[src/rtl/ecr_pkg.sv]
// Package: shared widths, byte bit positions and the control bundle
// for the enhancement control register.
package ecr_pkg;
    localparam int unsigned ECR_W = 8;

    // Bit positions in the active byte; bit 7 is the first serial bit.
    localparam int unsigned POS_PWR  = 4;
    localparam int unsigned POS_CNT  = 3;
    localparam int unsigned POS_MSEL = 2;
    localparam int unsigned POS_PRE  = 1;
    localparam int unsigned POS_OE   = 0;
    localparam int unsigned CTL_N    = 5;

    typedef struct packed {
        logic pwr_down;
        logic cnt_load;
        logic msel_route;
        logic pre_route;
        logic ref_oe;
    } ecr_ctl_t;
endpackage

[src/rtl/ecr_sync.sv]
// Module: ecr_sync
// A multi-bit synchronizer: each bit passes through STAGES flops.
// Assumes every bit is either a slow level or a strobe that stays stable
// for several clk cycles, so the bits need no coherence with each other.
module ecr_sync #(
    parameter int unsigned W      = 4,
    parameter int unsigned STAGES = 2
) (
    input  logic         clk,
    input  logic         rst_n,
    input  logic [W-1:0] d,
    output logic [W-1:0] q
);
    logic [W-1:0] pipe [STAGES];

    genvar i;
    generate
        for (i = 0; i < STAGES; i++) begin : g_stage
            // One synchronizer stage, cleared by reset.
            always_ff @(posedge clk) begin
                if (!rst_n) pipe[i] <= '0;
                else if (i == 0) pipe[i] <= d;
                else pipe[i] <= pipe[(i == 0) ? 0 : i - 1];
            end
        end
    endgenerate

    assign q = pipe[STAGES-1];
endmodule

[src/rtl/ecr_shift.sv]
// Module: ecr_shift
// The serial staging register and the window bit counter. The counter
// clears on the rising strobe edge and saturates above W. On the falling
// strobe edge it raises cap (count == W) or bad (any other count).
// Assumes all inputs are already synchronized to clk.
module ecr_shift #(
    parameter int unsigned W = 8
) (
    input  logic         clk,
    input  logic         rst_n,
    input  logic         ser_en,
    input  logic         sclk_rise,
    input  logic         sdata,
    input  logic         ewr_s,
    input  logic         ewr_rise,
    input  logic         ewr_fall,
    input  logic         swr_s,
    output logic [W-1:0] stage,
    output logic         cap,
    output logic         bad
);
    localparam int unsigned CW = $clog2(W + 2);

    logic [CW-1:0] cnt_q;
    logic          shift_en;

    assign shift_en = ser_en && ewr_s && !swr_s && sclk_rise;

    // Staging register: the first bit ends up in the MSB.
    always_ff @(posedge clk) begin
        if (!rst_n) stage <= '0;
        else if (shift_en) stage <= {stage[W-2:0], sdata};
    end

    // Window bit counter, saturating at W+1.
    always_ff @(posedge clk) begin
        if (!rst_n) cnt_q <= '0;
        else if (ewr_rise) cnt_q <= shift_en ? CW'(1) : '0;
        else if (shift_en && cnt_q != CW'(W + 1)) cnt_q <= cnt_q + CW'(1);
    end

    assign cap = ser_en && ewr_fall && (cnt_q == CW'(W));
    assign bad = ser_en && ewr_fall && (cnt_q != CW'(W));


    // hold_on_swr_chk
    hold_on_swr_chk: assert property (@(posedge clk) disable iff (!rst_n)
        swr_s |=> $stable(stage));
endmodule

[src/rtl/ecr_decode.sv]
// Module: ecr_decode
// Maps the active byte onto the control bundle and gates it with the
// active-low enable. Only bits 4..0 come in; the reserved bits never reach here.
module ecr_decode
    import ecr_pkg::*;
(
    input  logic [CTL_N-1:0] ctl_bits,
    input  logic             en_n,
    output ecr_ctl_t         ctl
);
    // Field mapping, forced to zero while the enable is inactive.
    always_comb begin
        ctl            = '0;
        if (!en_n) begin
            ctl.pwr_down   = ctl_bits[POS_PWR];
            ctl.cnt_load   = ctl_bits[POS_CNT];
            ctl.msel_route = ctl_bits[POS_MSEL];
            ctl.pre_route  = ctl_bits[POS_PRE];
            ctl.ref_oe     = ctl_bits[POS_OE];
        end
    end
endmodule

[src/rtl/enh_ctrl_reg.sv]
// Module: enh_ctrl_reg (top)
// Enhancement control register: synchronizes the shared serial lines and
// strobes, stages serial bytes, loads the active byte on a validated
// strobe edge (serial) or the rising strobe (parallel), and drives gated
// control outputs. Assumes the mode inputs are static around load windows.
module enh_ctrl_reg
    import ecr_pkg::*;
#(
    parameter int unsigned SYNC_STAGES = 2
) (
    input  logic             clk,
    input  logic             rst_n,
    input  logic             mode_direct,
    input  logic             mode_serial,
    input  logic             ser_clk,
    input  logic             ser_data,
    input  logic             ser_wr,
    input  logic             enh_wr,
    input  logic [ECR_W-1:0] par_data,
    input  logic             enh_en_n,
    output logic             pwr_down,
    output logic             cnt_load,
    output logic             msel_route,
    output logic             pre_route,
    output logic             ref_oe,
    output logic             frame_err
);
    localparam int unsigned SW = ECR_W + 4;

    logic [SW-1:0]    sync_q;
    logic             sclk_s, sdata_s, swr_s, ewr_s;
    logic [ECR_W-1:0] par_s;
    logic             sclk_prev, ewr_prev;
    logic             sclk_rise, ewr_rise, ewr_fall;
    logic             ser_en, par_en;
    logic [ECR_W-1:0] stage;
    logic             cap, bad, par_load;
    logic [ECR_W-1:0] act_q;
    ecr_ctl_t         ctl;

    ecr_sync #(.W(SW), .STAGES(SYNC_STAGES)) u_sync (
        .clk   (clk),
        .rst_n (rst_n),
        .d     ({par_data, ser_clk, ser_data, ser_wr, enh_wr}),
        .q     (sync_q)
    );

    assign {par_s, sclk_s, sdata_s, swr_s, ewr_s} = sync_q;

    // Previous-cycle copies of the synchronized edge sources.
    always_ff @(posedge clk) begin
        if (!rst_n) begin
            sclk_prev <= 1'b0;
            ewr_prev  <= 1'b0;
        end else begin
            sclk_prev <= sclk_s;
            ewr_prev  <= ewr_s;
        end
    end

    assign sclk_rise = sclk_s && !sclk_prev;
    assign ewr_rise  = ewr_s && !ewr_prev;
    assign ewr_fall  = !ewr_s && ewr_prev;
    assign ser_en    = !mode_direct && mode_serial;
    assign par_en    = !mode_direct && !mode_serial;
    assign par_load  = par_en && ewr_rise;

    ecr_shift #(.W(ECR_W)) u_shift (
        .clk       (clk),
        .rst_n     (rst_n),
        .ser_en    (ser_en),
        .sclk_rise (sclk_rise),
        .sdata     (sdata_s),
        .ewr_s     (ewr_s),
        .ewr_rise  (ewr_rise),
        .ewr_fall  (ewr_fall),
        .swr_s     (swr_s),
        .stage     (stage),
        .cap       (cap),
        .bad       (bad)
    );

    // Active byte: serial capture or parallel load; cleared by reset.
    always_ff @(posedge clk) begin
        if (!rst_n) act_q <= '0;
        else if (cap) act_q <= stage;
        else if (par_load) act_q <= par_s;
    end

    // Error pulse register.
    always_ff @(posedge clk) begin
        if (!rst_n) frame_err <= 1'b0;
        else frame_err <= bad;
    end

    ecr_decode u_decode (
        .ctl_bits (act_q[CTL_N-1:0]),
        .en_n     (enh_en_n),
        .ctl      (ctl)
    );

    assign {pwr_down, cnt_load, msel_route, pre_route, ref_oe} = ctl;


    // err_pulse_chk
    err_pulse_chk: assert property (@(posedge clk) disable iff (!rst_n)
        frame_err |=> !frame_err);


    // err_hold_chk
    err_hold_chk: assert property (@(posedge clk) disable iff (!rst_n)
        frame_err |-> $stable(act_q));


    // act_on_event_chk
    act_on_event_chk: assert property (@(posedge clk) disable iff (!rst_n)
        !$stable(act_q) |-> $past(cap || par_load));


    // gate_off_chk
    gate_off_chk: assert property (@(posedge clk) disable iff (!rst_n)
        enh_en_n |-> !(pwr_down || cnt_load || msel_route || pre_route || ref_oe));
endmodule

[config.mk]
export PLATFORM = sky130hd
export DESIGN_NAME = enh_ctrl_reg
export DESIGN_NICKNAME = d
export VERILOG_FILES = /design/src/rtl/ecr_pkg.sv /design/src/rtl/ecr_sync.sv /design/src/rtl/ecr_shift.sv /design/src/rtl/ecr_decode.sv /design/src/rtl/enh_ctrl_reg.sv
export SDC_FILE = /design/constraint.sdc
export NUM_CORES = 1
export LEC_CHECK = 0
export ABC_CLOCK_PERIOD_IN_PS = 1600
export BUFFER_PORTS_ARGS = -buffer_cell sky130_fd_sc_hd__buf_2
export CELL_PAD_IN_SITES_DETAIL_PLACEMENT = 1
export CELL_PAD_IN_SITES_GLOBAL_PLACEMENT = 1
export CORE_ASPECT_RATIO = 0.7
export CORE_MARGIN = 2
export CORE_UTILIZATION = 37
export CTS_CLUSTER_SIZE = 25
export DETAILED_ROUTE_END_ITERATION = 8
export HOLD_SLACK_MARGIN = 0.1
export PLACE_DENSITY = 0.68
export SKIP_CTS_REPAIR_TIMING = 1
export SLEW_MARGIN = 40
export SYNTH_ARGS = -nofsm -noshare
export SYNTH_HDL_FRONTEND = slang
export SYNTH_SLANG_ARGS = --single-unit
[constraint.sdc]
create_clock -name clk -period 1.6 [get_ports clk]
set_clock_uncertainty 0.05 [all_clocks]
set_input_delay 0.24 -clock clk [delete_from_list [all_inputs] [get_ports clk]]
set_output_delay 0.24 -clock clk [all_outputs]
set_load 0.005 [all_outputs]
==> results of run 1 <==
[stage by stage]
| stage | TNS (ns) | setup slack, ns | hold slack, ns | cells | total power (W) |
|---|---|---|---|---|---|
| after floorplan | 0 | 0.0306 | 0.317 | 138 | 0.000963 |
| after global placement | 0 | 0.0467 | 0.368 | 208 | 0.000996 |
| after detailed placement | -0.164 | -0.164 | 0.372 | 208 | 0.00100 |
| after CTS | -0.179 | -0.179 | 0.113 | 216 | 0.00167 |
| after global routing | 0 | 0.00668 | 0.121 | 216 | 0.00173 |
| final | 0 | 0.0630 | 0.116 | 216 | 0.00166 |
[cell type report]
cell class                      instances  area [um2]
Fill cell                             422        1810
Timing Repair Buffer                   28         163
Clock buffer                            8         100
Tap cell                               50        62.6
Inverter                                5        18.8
Sequential cell                        35         703
Multi-Input combinational cell         90         652
[layout by cell type (no fill, tap or decap), types with 2 or more instances in the layout]
master / instances
o21ai_0: 5
nor2b_1: 5
inv_1: 5
nand2_1: 3
buf_4: 9
a21oi_1: 13
dfxtp_2: 2
and2_1: 21
nand2b_1: 2
dfxtp_1: 33
o31ai_1: 6
nand3_1: 8
or2_2: 2
nor3_1: 2
mux2i_1: 5
clkbuf_8: 7
buf_2: 19
ha_1: 2
[sequential cells by signal, summed over array words and instances (netlist names)]
signal         flops
act_q              5
ewr_prev           1
frame_err          1
sclk_prev          1
u_shift.cnt_q      4
u_shift.stage      5
u_sync.pipe       18
[cells by family (layout without fill, tap and decap cells)]
kind of cell               count (synthesis)  in the layout  share of synthesized area (%)
buffers and inverters                     13             41                           3.77
muxes                                      5              5                           3.68
DFF                                       35             35                           51.5
AOI/OAI and AO/OA                         28             28                           12.8
adders and majority gates                  3              3                           2.76
and+or+nand+nor                           54             54                           25.6
[how the worst min path moves through the flow]
stage	slack [ns]	to	depth (start not counted)
4_1_cts	0.11	u_sync.pipe[0][0]	2
3_5_place_dp	0.37	u_sync.pipe[1][3]	1
6_report	0.12	u_sync.pipe[0][0]	2
5_1_grt	0.12	u_sync.pipe[0][5]	2
2_1_floorplan	0.32	u_sync.pipe[0][0]	1
3_3_place_gp	0.37	u_sync.pipe[1][4]	1
[per-layer routing]
metal | part of all wire, % | up-vias
met5 | 0 | -
met4 | 1.1 | 0
met3 | 4.7 | 4
met2 | 49 | 21
met1 | 45 | 510
li1 | - | 532
[power groups by stage]
stage          clock network, W  logic (W)  registers (W)
4_1_cts                0.000691  0.0000800       0.000902
2_1_floorplan                 0  0.0000438       0.000919
3_3_place_gp                  0  0.0000750       0.000921
5_1_grt                0.000732  0.0000920       0.000905
6_report               0.000673  0.0000813       0.000904
3_5_place_dp                  0  0.0000798       0.000922
[worst max-delay path: stages, from the launching register on]
cell and delay, ns:
dfxtp_2 0.33, inv_1 0.06, ha_2 0.18, and3b_2 0.23, a211o_1 0.29, a2111oi_4 0.29
==> run_results.csv, run 1 <==
group,metric,value,unit
power_and_ir_drop,ir_worst_vdd,0.532,mV
synthesis,synthArstFlopShare,0,%
global_routing,grt_pass1_wl,4670,um
timing,worst_slew_pin_slew,0.368,ns
timing,fmax,0.651,GHz
critical_path,timing.rr.start,"u_shift.cnt_q[1]",
synthesis,synth_top_area_share,51.5,%
timing,rsz0062_at_grt,"no",
die,start_util,38.7,%
drt,via_count,1067,
outcome,status,"finished clean",
clocking,cts_buffer_depth,2,
power_and_ir_drop,intPower,0.00133,W
timing,min_period,1.54,ns
placement,gp_congestion,0.775,
clocking,numCtsBuffers,5,
drt,wl,2980,um
timing,hold_viol_final,0,
synthesis,syn_avg_cell_area,9.86,um2
critical_path,setup.worst_path.start,"u_shift.cnt_q[1]",
die,rows,18,
clocking,htreeDepth,2,
global_routing,top_usage_layer,"met2",
job,cap_violations,0,
critical_path,start_kind,"flip-flop",
power_and_ir_drop,p_comb_share,4.9,%
timing,maxSlewViolCount,0,
worst_hold_path,hold_start,"enh_wr",
critical_path,r2r_cells,5,
critical_path,path_max_fanout,3,
timing,final-setup-viol-count,0,
worst_hold_path,min_path_type,"in2reg",
global_routing,grt_util_met3,4.62,%
layout,area_growth,24.8,%
drt,via_per_inst,4.94,
global_routing,grt_pass1_vias,1036,
global_routing,gr-usage-all-layers,14.6,%
drt,drc_errors,0,
synthesis,synth_area,1360,um2
drt,drt_first_pass_iters,4,
power_and_ir_drop,power_frac_seq,54.5,%
power_and_ir_drop,clock_power_share,40.6,%
synthesis,synth_area_leader_cell,"dfxtp_1",
critical_path,cp-end-kind,"flip-flop",
clocking,cts-root-buf,"clkbuf_8",
layout,antennaDiodeCount,0,
critical_path,cp.arrival,1.65,ns
layout,num-nets-final,185,
critical_path,r2r_slack,0.06,ns
global_routing,grt.met1_usage,17.4,%
timing,finalCritPeriodShare,96.1,%
placement,placed_area,1550,um2
synthesis,syn_nets,158,
synthesis,ys_warn_count,0,
global_routing,antenna_found_initial,0,
power_and_ir_drop,leakage,0.646,nW
critical_path,worstReg2RegEnd,"u_shift.cnt_q[0]",
drt,ant_nets,0,
die,fp.dieW,76.5,um
die,io_pins,23,
synthesis,synth_ff_type,"dfxtp_1",
die,die_h,54.8,um
placement,port_buffers,19,
global_routing,grtUsageMet2,25.7,%
critical_path,critPathRequiredTime,1.72,ns
synthesis,ys_top_cells_by_area,"dfxtp_1 51%, and2_1 9.7%, a21oi_1 4.8%",
synthesis,synth_edf_count,0,
clocking,path_clk_slew,0.06,ns
clocking,cts_tree,"yes",
power_and_ir_drop,p_sw_share,20.0,%
drt,wire_per_inst,13.8,um
power_and_ir_drop,p_per_area,976,nW/um2
power_and_ir_drop,p_switching,0.000332,W
drt,first_iter_violations,31,
critical_path,crit_type,"reg2reg",
synthesis,ys_seq_area_share,51.5,%
global_routing,gr-total-overflow,0,
synthesis,ys_types,30,
placement,dp_hpwl,2230,um
die,core_region_area,3510,um2
critical_path,timing.critical_path.to,"u_shift.cnt_q[0]",
timing,max_slew_margin,75.2,%
layout,drive_gt1_share,27.7,%
layout,final_area,1700,um2
synthesis,synth_seq_cells,35,
layout,final_core_util,48.4,%
synthesis,synthCells,138,
global_routing,grt_max_degree,18,
synthesis,yosysMostFrequentCell,"dfxtp_1",
die,die_area,4190,um2
synthesis,synth_common_cells,"35 x dfxtp_1, 21 x and2_1, 13 x a21oi_1",
clocking,cts.sinks,35,
clocking,clock_latency,0.27,ns
Power figures use the tool's default switching activity.
==> inputs of run 2 (changes only) <==
- ABC_CLOCK_PERIOD_IN_PS: 1600 -> 2000
- CORE_UTILIZATION: 37 -> 44
- CTS_CLUSTER_SIZE: 25 -> 40
- PLACE_DENSITY: 0.68 -> 0.77
- clock period: 1.6 -> 2 ns (I/O delays scaled with it)
==> run 2 against run 1 <==
Net effect: final area shrank 6.3%; non-clock buffer count shrank 6; critical path depth is the same; first-iteration DRC count grew 110%; flip-flop and latch count is the same; core utilization grew 7.2 points; register-to-register slack gained 0.19 ns; sequential power shrank 20%; via count shrank 3.4%; power shrank 20%; combinational power shrank 28%; die area shrank 15%; critical path type unchanged; critical endpoint unchanged; largest cell class unchanged; highest routed layer unchanged.
==> run_results.csv, run 2 (synthesis results as in run 1) <==
group,metric,value,unit
clocking,clock_latency,0.28,ns
layout,final_area,1590,um2
layout,antennaDiodeCount,0,
die,fp.dieW,70.5,um
drt,met3WireLength,138,um
placement,placed_area,1490,um2
timing,finalCritPeriodShare,87.2,%
layout,reg_top3,"u_sync.pipe: 18 flops, act_q: 5 flops, u_shift.stage: 5 flops",
layout,num-nets-final,179,
placement,dp_cells,188,
drt,via_per_inst,5.26,
drt,dr_wl_met2,1210,um
critical_path,start_kind,"flip-flop",
clocking,cts_tree,"yes",
clocking,path_clk_slew,0.06,ns
clocking,numCtsBuffers,5,
global_routing,grt_pass1_vias,1046,
global_routing,grt_max_degree,23,
drt,via_count,1031,
die,start_util,47.6,%
die,die_area,3560,um2
timing,hold_viol_final,0,
timing,final-setup-viol-count,0,
global_routing,antenna_found_initial,0,
drt,drt_first_pass_iters,4,
layout,mostFrequentLayoutCell,"dfxtp_1",
layout,largest_reg_flops,18,
timing,fmax,0.574,GHz
die,die_h,50.5,um
critical_path,cp.arrival,1.85,ns
power_and_ir_drop,leakage,0.616,nW
timing,max_slew_margin,74.0,%
clocking,cts.sinks,35,
layout,largest_register,"u_sync.pipe",
timing,worst_slew_pin_slew,0.390,ns
global_routing,gr-usage-all-layers,17.7,%
die,rows,16,
drt,drc_errors,0,
placement,dp_hpwl,2030,um
timing,finalSetupTns,0,ns
global_routing,grt_pass1_wl,4840,um
placement,gp_congestion,0.819,
drt,ant_nets,0,
critical_path,r2r_slack,0.26,ns
critical_path,timing.rr.start,"u_shift.cnt_q[1]",
drt,wire_per_inst,13.8,um
clocking,cts-root-buf,"clkbuf_8",
outcome,status,"finished clean",
layout,area_growth,16.9,%
drt,highest_layer,"met4",
die,io_pins,23,
critical_path,crit_type,"reg2reg",
placement,port_buffers,19,
layout,fin_cells,196,
layout,drive_gt1_share,21.3,%
layout,most-common-layout-cells,"35 x dfxtp_1, 21 x and2_1, 19 x buf_2",
critical_path,path_max_fanout,4,
critical_path,setup.worst_path.start,"u_shift.cnt_q[1]",
drt,wl,2700,um
critical_path,critPathRequiredTime,2.11,ns
drt,first_iter_violations,65,
clocking,htreeDepth,2,
critical_path,cp-end-kind,"flip-flop",
timing,rsz0062_at_grt,"no",
job,cap_violations,0,
clocking,cts_buffer_depth,2,
power_and_ir_drop,p_per_area,830,nW/um2
timing,maxSlewViolCount,0,
critical_path,timing.critical_path.to,"u_shift.cnt_q[0]",
power_and_ir_drop,ir_worst_vdd,0.591,mV
die,core_region_area,2860,um2
worst_hold_path,min_path_type,"in2reg",
timing,min_period,1.74,ns
global_routing,gr-total-overflow,0,
critical_path,r2r_cells,5,
drt,route.layer.met1.wl,1330,um
critical_path,worstReg2RegEnd,"u_shift.cnt_q[0]",
run 2: cell count changes in the layout (fill, tap and decap cells not counted), sizes merged:
cell / delta
buf: -6
run 2: power breakdown:
part	total (W)	switching (W)	leakage [nW]	internal, W
clock	0.000542	0.000228	0.0515	0.000314
sequential	0.000722	0.00000611	0.286	0.000716
combinational	0.0000583	0.0000310	0.278	0.0000273
run 2: worst min-delay path by stage:
| stage | slack, ns | end | cells past startpoint | from |
|---|---|---|---|---|
| floorplan | 0.36 | u_sync.pipe[1][0] | 1 | u_sync.pipe[0][0] |
| global placement | 0.37 | u_sync.pipe[1][7] | 1 | u_sync.pipe[0][7] |
| detailed placement | 0.37 | u_sync.pipe[1][0] | 1 | u_sync.pipe[0][0] |
| CTS | 0.17 | u_sync.pipe[0][4] | 2 | par_data[0] |
| global route | 0.18 | u_sync.pipe[0][0] | 2 | enh_wr |
| finish | 0.18 | u_sync.pipe[0][4] | 2 | par_data[0] |
run 2: metrics by stage:
stage	utilization (%)	power, W	setup WS (ns)	hold WS, ns
6_report	55.6	0.00132	0.257	0.175
5_1_grt	55.6	0.00139	0.110	0.177
4_1_cts	55.6	0.00134	0.219	0.168
3_5_place_dp	52.1	0.000796	0.242	0.372
3_3_place_gp	52.1	0.000793	0.364	0.366
2_1_floorplan	-	0.000770	0.431	0.362
run 2: area by class of cell:
type | instances | area (um2)
flip-flops and latches | 35 | 701
clock buffers | 8 | 100
well taps | 36 | 45.0
repair buffers | 22 | 118
fillers | 347 | 1270
inverters | 5 | 18.8
multi-input cells | 90 | 609
run 2: per-layer routing:
metal / GRT usage [%] / vias to the layer above
met2: 27.5 / 19
li1: - / 522
met1: 23.4 / 487
met4: 4.81 / 0
met5: 0 / -
met3: 6.22 / 3
run 2: critical path, stage by stage (launching register included):
cell       delay [ns]
dfxtp_1          0.38
inv_1            0.08
ha_1             0.19
and3b_2          0.24
a211o_1          0.30
a2111oi_1        0.39
